[src/rtl/isa_host_pkg.sv]
package isa_host_pkg;
  typedef enum logic [1:0] {
    PH_IDLE  = 2'd0,
    PH_ADDR  = 2'd1,
    PH_CMD   = 2'd2,
    PH_RECOV = 2'd3
  } phase_e;
endpackage

[src/rtl/isa_cmd_timer.sv]
// Counts command clocks up to the minimum, then counts wait clocks against the limit.
module isa_cmd_timer #(
  parameter int CMD_MIN = 2,
  parameter int LIMIT_W = 8
) (
  input  logic               clk,
  input  logic               rst_n,
  input  logic               active,
  input  logic               chrdy,
  input  logic [LIMIT_W-1:0] limit,
  output logic               finish,
  output logic               abort
);
  localparam int CNT_W = (CMD_MIN < 2) ? 1 : $clog2(CMD_MIN);

  logic [CNT_W-1:0]   cnt;
  logic [LIMIT_W-1:0] wcnt;
  logic               min_ok;

  assign min_ok = (cnt >= CNT_W'(CMD_MIN - 1));
  assign finish = active && min_ok && chrdy;
  assign abort  = active && min_ok && !chrdy && (wcnt == limit);

  always_ff @(posedge clk) begin
    if (!rst_n) begin
      cnt  <= '0;
      wcnt <= '0;
    end else if (!active || finish || abort) begin
      cnt  <= '0;
      wcnt <= '0;
    end else if (!min_ok) begin
      cnt <= cnt + 1'b1;
    end else begin
      wcnt <= wcnt + 1'b1;
    end
  end
endmodule

[src/rtl/isa_strobe_dec.sv]
// Picks the command strobe from space, direction and address range.
module isa_strobe_dec #(
  parameter int ADDR_W   = 24,
  parameter int LOW_MB_W = 20
) (
  input  logic              cmd_on,
  input  logic              is_io,
  input  logic              is_write,
  input  logic [ADDR_W-1:0] addr,
  output logic              memr_n,
  output logic              memw_n,
  output logic              smemr_n,
  output logic              smemw_n,
  output logic              ior_n,
  output logic              iow_n
);
  logic low_mb;

  generate
    if (ADDR_W > LOW_MB_W) begin : g_range
      assign low_mb = (addr[ADDR_W-1:LOW_MB_W] == '0);
    end else begin : g_all_low
      assign low_mb = 1'b1;
    end
  endgenerate

  always_comb begin
    memr_n  = !(cmd_on && !is_io && !is_write);
    memw_n  = !(cmd_on && !is_io &&  is_write);
    smemr_n = !(cmd_on && !is_io && !is_write && low_mb);
    smemw_n = !(cmd_on && !is_io &&  is_write && low_mb);
    ior_n   = !(cmd_on &&  is_io && !is_write);
    iow_n   = !(cmd_on &&  is_io &&  is_write);
  end
endmodule

[src/rtl/isa_lane_steer.sv]
// Places write bytes on the lanes and collects read bytes into a word.
module isa_lane_steer #(
  parameter int DATA_W = 16
) (
  input  logic              clk,
  input  logic              rst_n,
  input  logic              clear,
  input  logic              cap,
  input  logic              wide,
  input  logic              part,
  input  logic [DATA_W-1:0] wdata,
  input  logic [DATA_W-1:0] din,
  output logic [DATA_W-1:0] dout,
  output logic [DATA_W-1:0] rdata
);
  localparam int LANE_W = DATA_W / 2;

  always_comb begin
    if (wide) begin
      dout = wdata;
    end else begin
      dout = {{LANE_W{1'b0}}, (part ? wdata[DATA_W-1:LANE_W] : wdata[LANE_W-1:0])};
    end
  end

  always_ff @(posedge clk) begin
    if (!rst_n || clear) begin
      rdata <= '0;
    end else if (cap) begin
      if (wide) begin
        rdata <= din;
      end else if (part) begin
        rdata[DATA_W-1:LANE_W] <= din[LANE_W-1:0];
      end else begin
        rdata[LANE_W-1:0] <= din[LANE_W-1:0];
      end
    end
  end
endmodule

[src/rtl/isa_host_ctrl.sv]
module isa_host_ctrl
  import isa_host_pkg::*;
#(
  parameter int ADDR_W  = 24,
  parameter int DATA_W  = 16,
  parameter int CMD_MIN = 2,
  parameter int LIMIT_W = 8
) (
  input  logic               clk,
  input  logic               rst_n,
  input  logic               req_valid,
  output logic               req_ready,
  input  logic [ADDR_W-1:0]  req_addr,
  input  logic [DATA_W-1:0]  req_wdata,
  input  logic               req_write,
  input  logic               req_io,
  input  logic               req_word,
  input  logic [LIMIT_W-1:0] wait_limit,
  output logic               rsp_done,
  output logic               rsp_err,
  output logic [DATA_W-1:0]  rsp_rdata,
  output logic [ADDR_W-1:0]  bus_addr,
  output logic               bus_ale,
  output logic               bus_sbhe_n,
  output logic               bus_memr_n,
  output logic               bus_memw_n,
  output logic               bus_smemr_n,
  output logic               bus_smemw_n,
  output logic               bus_ior_n,
  output logic               bus_iow_n,
  output logic [DATA_W-1:0]  bus_dout,
  output logic               bus_doe,
  input  logic [DATA_W-1:0]  bus_din,
  input  logic               bus_mem_cs16_n,
  input  logic               bus_io_cs16_n,
  input  logic               bus_chrdy
);
  phase_e             phase;
  logic [ADDR_W-1:0]  addr_q;
  logic [DATA_W-1:0]  wdata_q;
  logic               write_q, io_q, word_q, part_q, wide_q, abort_q;
  logic               done_q, err_q;
  logic               accept, cmd_on, cs16_hit, t_finish, t_abort, more;

  assign req_ready = (phase == PH_IDLE);
  assign accept    = req_valid && req_ready;
  assign cmd_on    = (phase == PH_CMD);
  assign cs16_hit  = io_q ? !bus_io_cs16_n : !bus_mem_cs16_n;
  assign more      = word_q && !wide_q && !part_q && !abort_q;

  isa_cmd_timer #(.CMD_MIN(CMD_MIN), .LIMIT_W(LIMIT_W)) timer_i (
    .clk(clk), .rst_n(rst_n), .active(cmd_on), .chrdy(bus_chrdy),
    .limit(wait_limit), .finish(t_finish), .abort(t_abort)
  );

  isa_strobe_dec #(.ADDR_W(ADDR_W)) strobe_i (
    .cmd_on(cmd_on), .is_io(io_q), .is_write(write_q), .addr(addr_q),
    .memr_n(bus_memr_n), .memw_n(bus_memw_n), .smemr_n(bus_smemr_n),
    .smemw_n(bus_smemw_n), .ior_n(bus_ior_n), .iow_n(bus_iow_n)
  );

  isa_lane_steer #(.DATA_W(DATA_W)) lanes_i (
    .clk(clk), .rst_n(rst_n), .clear(accept), .cap(t_finish && !write_q),
    .wide(wide_q), .part(part_q), .wdata(wdata_q), .din(bus_din),
    .dout(bus_dout), .rdata(rsp_rdata)
  );

  always_ff @(posedge clk) begin
    if (!rst_n) begin
      phase   <= PH_IDLE;
      addr_q  <= '0;
      wdata_q <= '0;
      write_q <= 1'b0;
      io_q    <= 1'b0;
      word_q  <= 1'b0;
      part_q  <= 1'b0;
      wide_q  <= 1'b0;
      abort_q <= 1'b0;
      done_q  <= 1'b0;
      err_q   <= 1'b0;
    end else begin
      case (phase)
        PH_IDLE: begin
          done_q <= 1'b0;
          err_q  <= 1'b0;
          if (accept) begin
            addr_q  <= req_word ? {req_addr[ADDR_W-1:1], 1'b0} : req_addr;
            wdata_q <= req_wdata;
            write_q <= req_write;
            io_q    <= req_io;
            word_q  <= req_word;
            part_q  <= 1'b0;
            wide_q  <= 1'b0;
            abort_q <= 1'b0;
            phase   <= PH_ADDR;
          end
        end
        PH_ADDR: begin
          wide_q <= word_q && !part_q && cs16_hit;
          phase  <= PH_CMD;
        end
        PH_CMD: begin
          if (t_abort) begin
            abort_q <= 1'b1;
            phase   <= PH_RECOV;
          end else if (t_finish) begin
            phase <= PH_RECOV;
          end
        end
        default: begin
          if (more) begin
            part_q    <= 1'b1;
            addr_q[0] <= 1'b1;
            phase     <= PH_ADDR;
          end else begin
            done_q <= 1'b1;
            err_q  <= abort_q;
            phase  <= PH_IDLE;
          end
        end
      endcase
    end
  end

  assign bus_addr   = addr_q;
  assign bus_ale    = (phase == PH_ADDR);
  assign bus_doe    = cmd_on && write_q;
  assign bus_sbhe_n = !(((phase == PH_ADDR) && word_q && !part_q) || (cmd_on && wide_q));
  assign rsp_done   = done_q;
  assign rsp_err    = err_q;
endmodule

[config.mk]
export PLATFORM = sky130hd
export DESIGN_NAME = isa_host_ctrl
export DESIGN_NICKNAME = d
export VERILOG_FILES = /design/src/rtl/isa_host_pkg.sv /design/src/rtl/isa_cmd_timer.sv /design/src/rtl/isa_strobe_dec.sv /design/src/rtl/isa_lane_steer.sv /design/src/rtl/isa_host_ctrl.sv
export SDC_FILE = /design/constraint.sdc
export NUM_CORES = 1
export LEC_CHECK = 0
export CAP_MARGIN = 20
export CORE_MARGIN = 1
export CORE_UTILIZATION = 47
export CTS_CLUSTER_DIAMETER = 100
export DETAILED_ROUTE_END_ITERATION = 10
export GPL_TIMING_DRIVEN = 1
export PLACE_DENSITY = 0.86
export SYNTH_ARGS = -nofsm -noshare
export SYNTH_HDL_FRONTEND = slang
export SYNTH_SLANG_ARGS = --single-unit
[constraint.sdc]
create_clock -name clk -period 3.5 [get_ports clk]
set_input_delay 0.525 -clock clk [delete_from_list [all_inputs] [get_ports clk]]
set_output_delay 0.525 -clock clk [all_outputs]
set_load 0.05 [all_outputs]
Word-level counts from Yosys, hierarchy flattened
Cells that the tools add are included.
- bits in registers: 75
- latch bits: 0
- RAM bits: 0
- memory bits (read-only): 0
- bits of input ports: 73
- word-level logic and storage cells: 113
- memories kept: 0
- $add $sub $neg: 2
- $mul: 0
- divide/modulo/power cells: 0
- $lt $le $gt $ge: 1
- eq/ne operators: 8
- shifts and indexed selects: 0
- muxes and demuxes: 24
- bitwise gates (word level): 2
- reductions and logical operators: 60
- operator list (operator ; number):
    $mux 16 ; 2
    $mux 8 ; 3
    $logic_and 1x1->1 ; 23
    $logic_not 1->1 ; 17
    $pmux 1 s2 ; 6
    $reduce_and 2->1 ; 6
    $mux 1 ; 9
    $add 8x1->8 const B ; 1
    $eq 8x8->1 ; 1
    $reduce_bool 2->1 ; 4
    $mux 2 ; 3
    $ne 2x1->1 const B ; 3
    $pmux 2 s3 ; 1
    $reduce_and 3->1 ; 2
    $logic_not 4->1 ; 1
    $logic_or 1x1->1 ; 4
    $reduce_or 2->1 ; 2
    $ne 3x1->1 const B ; 1
    $eq 2x1->1 const B ; 1
    $eq 2x2->1 const B ; 1
    $logic_not 2->1 ; 1
    $ne 2x2->1 const B ; 1
    $not 1->1 ; 2
    $add 1x1->1 const B ; 1
    $ge 1x1->1 const B ; 1

Logic depth before layout (Yosys ltp)
Gate-level depths: netlist (run 1).
- word-level depth: 6
- mapped depth: 8
- mapped depth without buffers: 6

Hierarchy
A second synthesis (run 1) with hierarchy kept.
- cell total of the unflattened synthesis: 408
- area, all modules: 3410.8 um^2
- by module, submodules not included (module ; instances ; cells an instance ; area an instance (um^2) ; seq. area each (um^2)):
    isa_host_ctrl ; 1 ; 240 ; 1919.3 ; 1001.0
    isa_lane_steer ; 1 ; 110 ; 953.4 ; 320.3
    isa_cmd_timer ; 1 ; 51 ; 476.7 ; 180.2
    isa_strobe_dec ; 1 ; 7 ; 61.3 ; 0.0

Worst setup path before layout (run 1)
OpenSTA, ideal clock, no wires.
- path type: register -> output
- start point: register phase[1]
- end point: output bus_sbhe_n
- data arrival time: 1.706 ns
- path slack: 1.269 ns
- stages on the path, launching flop included: 4
- path buffers: 0
- path through: dfxtp_1 inv_1 ha_1 a32oi_1
- word-level cells in the longest chain between the ends: 5
- RTL lines (item ; line ; source):
    start: declaration ; isa_host_ctrl.sv:38 ; phase_e phase;
    start signal: assignment ; isa_host_ctrl.sv:70 ; phase <= PH_IDLE;
    start signal: assignment ; isa_host_ctrl.sv:95 ; phase <= PH_ADDR;
    start signal: assignment ; isa_host_ctrl.sv:100 ; phase <= PH_CMD;
    $eq 2x1->1 ; -- ;
    net bus_ale ; isa_host_ctrl.sv:23 ; output logic bus_ale,
    $logic_and 1x1->1 (2 in a row) ; isa_host_ctrl.sv:128 ; assign bus_sbhe_n = !(((phase == PH_ADDR) && word_q && !part_q) || (cmd_on && wide_q));
    $logic_or 1x1->1 ; isa_host_ctrl.sv:128 ;
    $logic_not 1->1 ; isa_host_ctrl.sv:128 ;
    end: declaration ; isa_host_ctrl.sv:24 ; output logic bus_sbhe_n,
The timed path passes the listed nets, and every way through them passes these cells.

Final worst setup path (run 1)
- start point: register phase[0]
- end point: output bus_smemw_n
- word-level cells in the longest chain between the ends: 5
- RTL lines (item ; line ; source):
    $eq 2x2->1 ; isa_host_ctrl.sv:47 ; assign cmd_on = (phase == PH_CMD);
    net cmd_on ; isa_host_ctrl.sv:43 ; logic accept, cmd_on, cs16_hit, t_finish, t_abort, more;
    $logic_and 1x1->1 (3 in a row) ; isa_strobe_dec.sv:31 ; smemw_n = !(cmd_on && !is_io && is_write && low_mb);
    $logic_not 1->1 ; isa_strobe_dec.sv:31 ;
    end: declaration ; isa_host_ctrl.sv:28 ; output logic bus_smemw_n,
The timed path passes the listed nets, and every way through them passes these cells.

==> impl_metrics.json, run 1 <==
{
  "outcome": "completed",
  "drtIter0Drc": 108,
  "cts_buffers": 9,
  "synth_area_leaders": "dfxtp_1 (43%), nand2_1 (10%), a21boi_0 (9.1%)",
  "synth_flop_cell": "dfxtp_1",
  "hp-start": "rsp_err$_SDFFE_PN0P_",
  "worst_slew_pin_slew_ns": 0.644,
  "cp_max_fo": 9,
  "cts_hold_buf": 0,
  "areaGrowthSynthToFinish_pct": 46.6,
  "antenna_found_initial": 0,
  "p_leak_nw": 1.85,
  "holdWs_ns": 0.453,
  "setup_viol": 0,
  "relSlewSlack_pct": 56.9,
  "cts_tree": "yes",
  "rrSetupSlack_ns": 1.62,
  "die_area_um2": 7730,
  "synth_top_cell_by_area": "dfxtp_1",
  "design_power_total_mw": 2.93,
  "cpMaxStageDelayCell": "clkdlybuf4s50_1",
  "grt_pass1_vias": 2986,
  "crit_start": "phase[0]$_SDFFE_PN0P_",
  "initial_utilization_pct": 50.0,
  "ys_warn_count": 0,
  "synthesis.nets": 462,
  "skew_ns": 0.00824,
  "detail-route-antenna-nets": 0,
  "fin_tns_setup_ns": 0,
  "num_rows": 30,
  "power_density_nw_per_um2": 577,
  "slew_viol_final": 0,
  "port_buffers": 140,
  "r2r_start": "phase[0]$_SDFFE_PN0P_",
  "routed-via-count": 3098,
  "ys_seq_elements": 75,
  "crit_arrival_ns": 2.31,
  "fin_crit_ns": 2.84,
  "end_kind": "output port",
  "drc_errors": 0,
  "synth.avg_cell_area_um2": 9.04,
  "multi_input_area_um2": 1830,
  "clock_path_buffers": 2,
  "cpPeakStageDelay_ns": 0.82,
  "clock-sinks": 75,
  "cp_cell_sequence": "inv_1, ha_1, and2_1, nand2_1, clkdlybuf4s50_1",
  "syn_inst": 384,
  "reg2reg_to": "bus_addr[0]$_SDFFE_PN0P_",
  "grt_use_total_pct": 23.2,
  "final_layout_size_suffix_gt1_share_pct": 7.84,
  "finalHoldViolations": 0,
  "synth_common_cells": "nand2_1 (97), dfxtp_1 (75), a21boi_0 (42)",
  "async_reset_ff_share_pct": 0,
  "synth_edf_count": 0,
  "htreeDepth": 3,
  "die_h_um": 87.9,
  "r2r_cells": 7,
  "cts.reportedPaths.clkPinSlew_ns": 0.08,
  "synth_top_area_share_pct": 43.3,
  "hpwl_um": 6350,
  "min_period_over_period_pct": 81.1,
  "drt-total-wl_um": 8830,
  "rsz0062_at_grt": "false",
  "cp.required_ns": 2.97,
  "grt_max_degree": 45,
  "ys_types": 44,
  "antenna_cells": 0,
  "hp-class": "reg2reg",
  "syn_area_um2": 3470,
  "fill_cells": 492,
  "start_kind": "flop",
  "insertion_delay_ns": 0.34,
  "critPathKind": "reg2out",
  "final_nets": 596,
  "fmax_mhz": 352,
  "grt_pass1_wl_um": 13800,
  "vias_per_cell": 5.00,
  "cts_setup_buffers": 0,
  "post_drt_wl_per_cell_um": 14.3,
  "hold_path_end": "rsp_err$_SDFFE_PN0P_",
  "seqCellArea_um2": 1500,
  "die_w_um": 87.9,
  "synth.yosys.seq_area_share_pct": 43.3,
  "min_path_cells": 2,
  "pin_count": 141,
  "globalplace.congestion": 0.841,
  "core_um2": 6940,
  "synth.most_common_cell": "nand2_1",
  "vdd_drop_max_uv": 467,
  "grt_overflow": 0,
  "cts_resized": 0,
  "cap_violations": 0,
  "dr.pass1.iters": 4,
  "cts_root_buffer": "clkbuf_8"
}
final cells by class:
type | count | share of cell area [%]
clock inverter | 3 | 0.418
tap | 96 | 2.36
timing repair buffer | 145 | 28.3
inverter | 6 | 0.443
sequential | 75 | 29.5
multi-input combinational | 281 | 35.9
clock buffer | 13 | 3.12
report_power, final:
| part | leakage (nW) | total, mW | internal, mW | switching (mW) |
|---|---|---|---|---|
| clock | 0.0900 | 0.611 | 0.299 | 0.312 |
| sequential | 0.611 | 1.06 | 0.971 | 0.0843 |
| combinational | 1.15 | 1.27 | 0.448 | 0.820 |
| total | 1.85 | 2.93 | 1.72 | 1.22 |
placed cells by master, fill, tap and decap left out, types with 2 or more instances in the layout:
master,synthesis,routed
clkdlybuf4s50_1,0,140
nand2_1,97,97
dfxtp_1,75,75
a21boi_0,42,42
nor2_1,21,21
mux2i_1,21,21
clkbuf_8,0,11
and2_1,10,10
mux2_2,8,8
nor3_1,8,8
inv_1,6,6
nand3_1,6,6
a211oi_1,6,6
xor2_1,6,6
xnor2_1,5,5
ha_1,5,5
buf_4,7,5
nor2b_1,4,4
xnor2_2,4,4
a21oi_1,4,4
nand2b_1,3,3
nand4_1,3,3
o21ai_0,3,3
nor2_4,2,2
a211oi_2,2,2
and4_1,2,2
o21ai_1,2,2
o21a_1,2,2
clkbuf_1,10,2
stage by stage:
step	util, %	instances	instance area, µm²	setup slack [ns]
floorplan	-	384	3470	1.27
global placement	70.7	603	4910	1.11
detailed placement	70.7	603	4910	1.06
CTS	73.3	619	5090	0.669
global route	73.3	619	5090	0.548
finish	73.3	619	5090	0.662
metal layers:
layer	global-route usage, %	wire length [µm]
met1	27.9	3730
met2	37.4	4240
met3	8.39	725
met4	9.69	144
met5	0	0
flip-flops by register name (all words and copies together), names as in the netlist:
| name | flops |
|---|---|
| write_q | 1 |
| timer_i.cnt | 1 |
| rsp_done | 1 |
| lanes_i.rdata | 16 |
| part_q | 1 |
| phase | 2 |
| abort_q | 1 |
| bus_addr | 24 |
| rsp_err | 1 |
| wdata_q | 16 |
| wide_q | 1 |
| word_q | 1 |
| io_q | 1 |
| timer_i.wcnt | 8 |
critical path, delay by kind of cell (launching register included):
family        cells  cell delay (ns)
simple gates      2             0.34
fa+ha+maj         1             0.33
flops             1             0.40
buf+inv           2             0.91
cells by family after synthesis:
family	after synthesis	share of synthesized area, %
and+or+nand+nor	164	22.6
DFF	75	43.3
AOI/OAI and AO/OA	68	14.9
muxes	29	8.65
buffers and inverters	28	4.15
xor gates and xnor gates	15	4.65
adders and majority gates	5	1.80
how the worst max path moves through the flow:
stage | endpoint | cells after the start
2_1_floorplan | bus_sbhe_n | 3
3_3_place_gp | bus_smemw_n | 5
3_5_place_dp | bus_smemr_n | 5
4_1_cts | bus_smemr_n | 5
5_1_grt | bus_smemr_n | 5
6_report | bus_smemw_n | 5
No activity file was read; power rests on OpenSTA's default activity.
==> run 2, diff against run 1 <==
--- a/config.mk
+++ b/config.mk
@@ -7,11 +7,11 @@
 export LEC_CHECK = 0
 export CAP_MARGIN = 20
 export CORE_MARGIN = 1
-export CORE_UTILIZATION = 47
+export CORE_UTILIZATION = 39
 export CTS_CLUSTER_DIAMETER = 100
 export DETAILED_ROUTE_END_ITERATION = 10
 export GPL_TIMING_DRIVEN = 1
-export PLACE_DENSITY = 0.86
+export PLACE_DENSITY = 0.76
 export SYNTH_ARGS = -nofsm -noshare
 export SYNTH_HDL_FRONTEND = slang
 export SYNTH_SLANG_ARGS = --single-unit
==> constraint.sdc (replaced) <==
create_clock -name clk -period 2.6 [get_ports clk]
set_input_delay 0.39 -clock clk [delete_from_list [all_inputs] [get_ports clk]]
set_output_delay 0.39 -clock clk [all_outputs]
set_load 0.05 [all_outputs]
==> impl_metrics.json, run 2 (same netlist as run 1, synthesis figures left out) <==
{
  "end_kind": "output port",
  "grt_max_degree": 33,
  "routed-via-count": 3131,
  "cts_resized": 0,
  "finalHoldViolations": 0,
  "skew_ns": 0.00523,
  "r2r_start": "phase[0]$_SDFFE_PN0P_",
  "grt_overflow": 0,
  "start_kind": "flop",
  "core_um2": 8680,
  "cp_cell_sequence": "inv_1, ha_1, and2_1, clkdlybuf4s50_1",
  "die_area_um2": 9280,
  "worst-path-stages": 4,
  "r2r_cells": 8,
  "die_w_um": 96.3,
  "rrSetupSlack_ns": 0.73,
  "power_density_nw_per_um2": 806,
  "multi_input_area_um2": 1830,
  "vias_per_cell": 4.92,
  "final_cell_mix": "clkdlybuf4s50_1 (117), nand2_1 (97), dfxtp_1 (75)",
  "grt_use_total_pct": 19.6,
  "min_period_over_period_pct": 92.6,
  "p_leak_nw": 1.93,
  "critPathKind": "reg2out",
  "cts.reportedPaths.clkPinSlew_ns": 0.08,
  "antenna_cells": 0,
  "relSlewSlack_pct": 63.4,
  "cts_buffers": 9,
  "crit_buf_inv": 2,
  "fmax_mhz": 415,
  "crit_start": "phase[0]$_SDFFE_PN0P_",
  "crit_arrival_ns": 2.02,
  "htreeDepth": 3,
  "initial_utilization_pct": 40.0,
  "globalplace.congestion": 0.826,
  "slew_viol_final": 0,
  "design_power_total_mw": 4.16,
  "setup_viol": 0,
  "cts_root_buffer": "clkbuf_8",
  "drc_errors": 0,
  "final_nets": 602,
  "fill_cells": 800,
  "drt-total-wl_um": 8870,
  "insertion_delay_ns": 0.35,
  "cts_hold_buf": 0,
  "rsz0062_at_grt": "false",
  "fin_util_pct": 59.5,
  "dp_cells": 621,
  "hpwl_um": 6490,
  "pin_count": 141,
  "outcome": "completed",
  "cts_setup_buffers": 0,
  "final_cells": 637,
  "areaGrowthSynthToFinish_pct": 48.7,
  "cap_violations": 0,
  "seqCellArea_um2": 1500,
  "grt_pass1_wl_um": 13900,
  "clock-sinks": 75,
  "holdWs_ns": 0.460,
  "cp_max_fo": 4,
  "die_h_um": 96.3,
  "num_rows": 34,
  "cpMaxStageDelayCell": "clkdlybuf4s50_1",
  "largest_reg_flops": 24,
  "clock_path_buffers": 2,
  "hp-class": "reg2reg",
  "drtIter0Drc": 68,
  "crit_family": "buffers and inverters",
  "detail-route-antenna-nets": 0,
  "grt_pass1_vias": 3038,
  "post_drt_wl_per_cell_um": 13.9,
  "fin_tns_setup_ns": 0,
  "reg2reg_to": "lanes_i.rdata[8]$_SDFFE_PP0P_",
  "final_common_cell": "clkdlybuf4s50_1",
  "port_buffers": 140,
  "fin_crit_ns": 2.41,
  "worst_slew_pin_slew_ns": 0.547,
  "cp.required_ns": 2.21,
  "cpPeakStageDelay_ns": 0.82,
  "dr.pass1.iters": 4,
  "final_layout_size_suffix_gt1_share_pct": 12.7,
  "vdd_drop_max_uv": 442,
  "endpoint": "bus_doe",
  "cts_tree": "yes",
  "antenna_found_initial": 0
}
-- run 2: final cells by class --
cell class | count | share of cell area [%]
inverter | 6 | 0.436
sequential | 75 | 29.1
tap | 108 | 2.62
clock inverter | 7 | 1.96
timing repair buffer | 151 | 28.1
clock buffer | 9 | 2.40
multi-input combinational | 281 | 35.4
-- run 2: metrics by stage --
stage | worst slack [ns] | instance area, µm²
after floorplan | 0.504 | 3470
after global placement | 0.430 | 4920
after detailed placement | 0.421 | 4920
after CTS | 0.0254 | 5150
after global routing | 0.0757 | 5160
final | 0.192 | 5160
-- run 2: power by group --
| group | switching (mW) | internal, mW |
|---|---|---|
| logic | 1.11 | 0.632 |
| clock network | 0.455 | 0.547 |
| registers | 0.112 | 1.31 |
| total | 1.67 | 2.48 |
-- run 2: how the worst min path moves through the flow --
| stage | from | end | slack, ns | depth (start not counted) |
|---|---|---|---|---|
| 6_report | rsp_err$_SDFFE_PN0P_ | rsp_err$_SDFFE_PN0P_ | 0.46 | 2 |
| 3_3_place_gp | wdata_q[2]$_SDFFE_PN0P_ | wdata_q[2]$_SDFFE_PN0P_ | 0.45 | 2 |
| 2_1_floorplan | wdata_q[0]$_SDFFE_PN0P_ | wdata_q[0]$_SDFFE_PN0P_ | 0.44 | 2 |
| 3_5_place_dp | rsp_err$_SDFFE_PN0P_ | rsp_err$_SDFFE_PN0P_ | 0.45 | 2 |
| 4_1_cts | rsp_err$_SDFFE_PN0P_ | rsp_err$_SDFFE_PN0P_ | 0.46 | 2 |
| 5_1_grt | bus_addr[14]$_SDFFE_PN0P_ | bus_addr[14]$_SDFFE_PN0P_ | 0.49 | 2 |
-- run 2: worst min-delay path, cell delays in order, from the launching register on --
cell,delay [ns]
dfxtp_1,0.32
nand2_1,0.05
a21boi_1,0.05
-- run 2: per-layer routing --
layer	global-route usage, %	share of wire, %	vias up
met3	7.66	8.9	11
met2	33.0	47	97
met1	22.9	43	1456
met4	6.25	1.3	0
li1	-	-	1567
met5	0	0	-
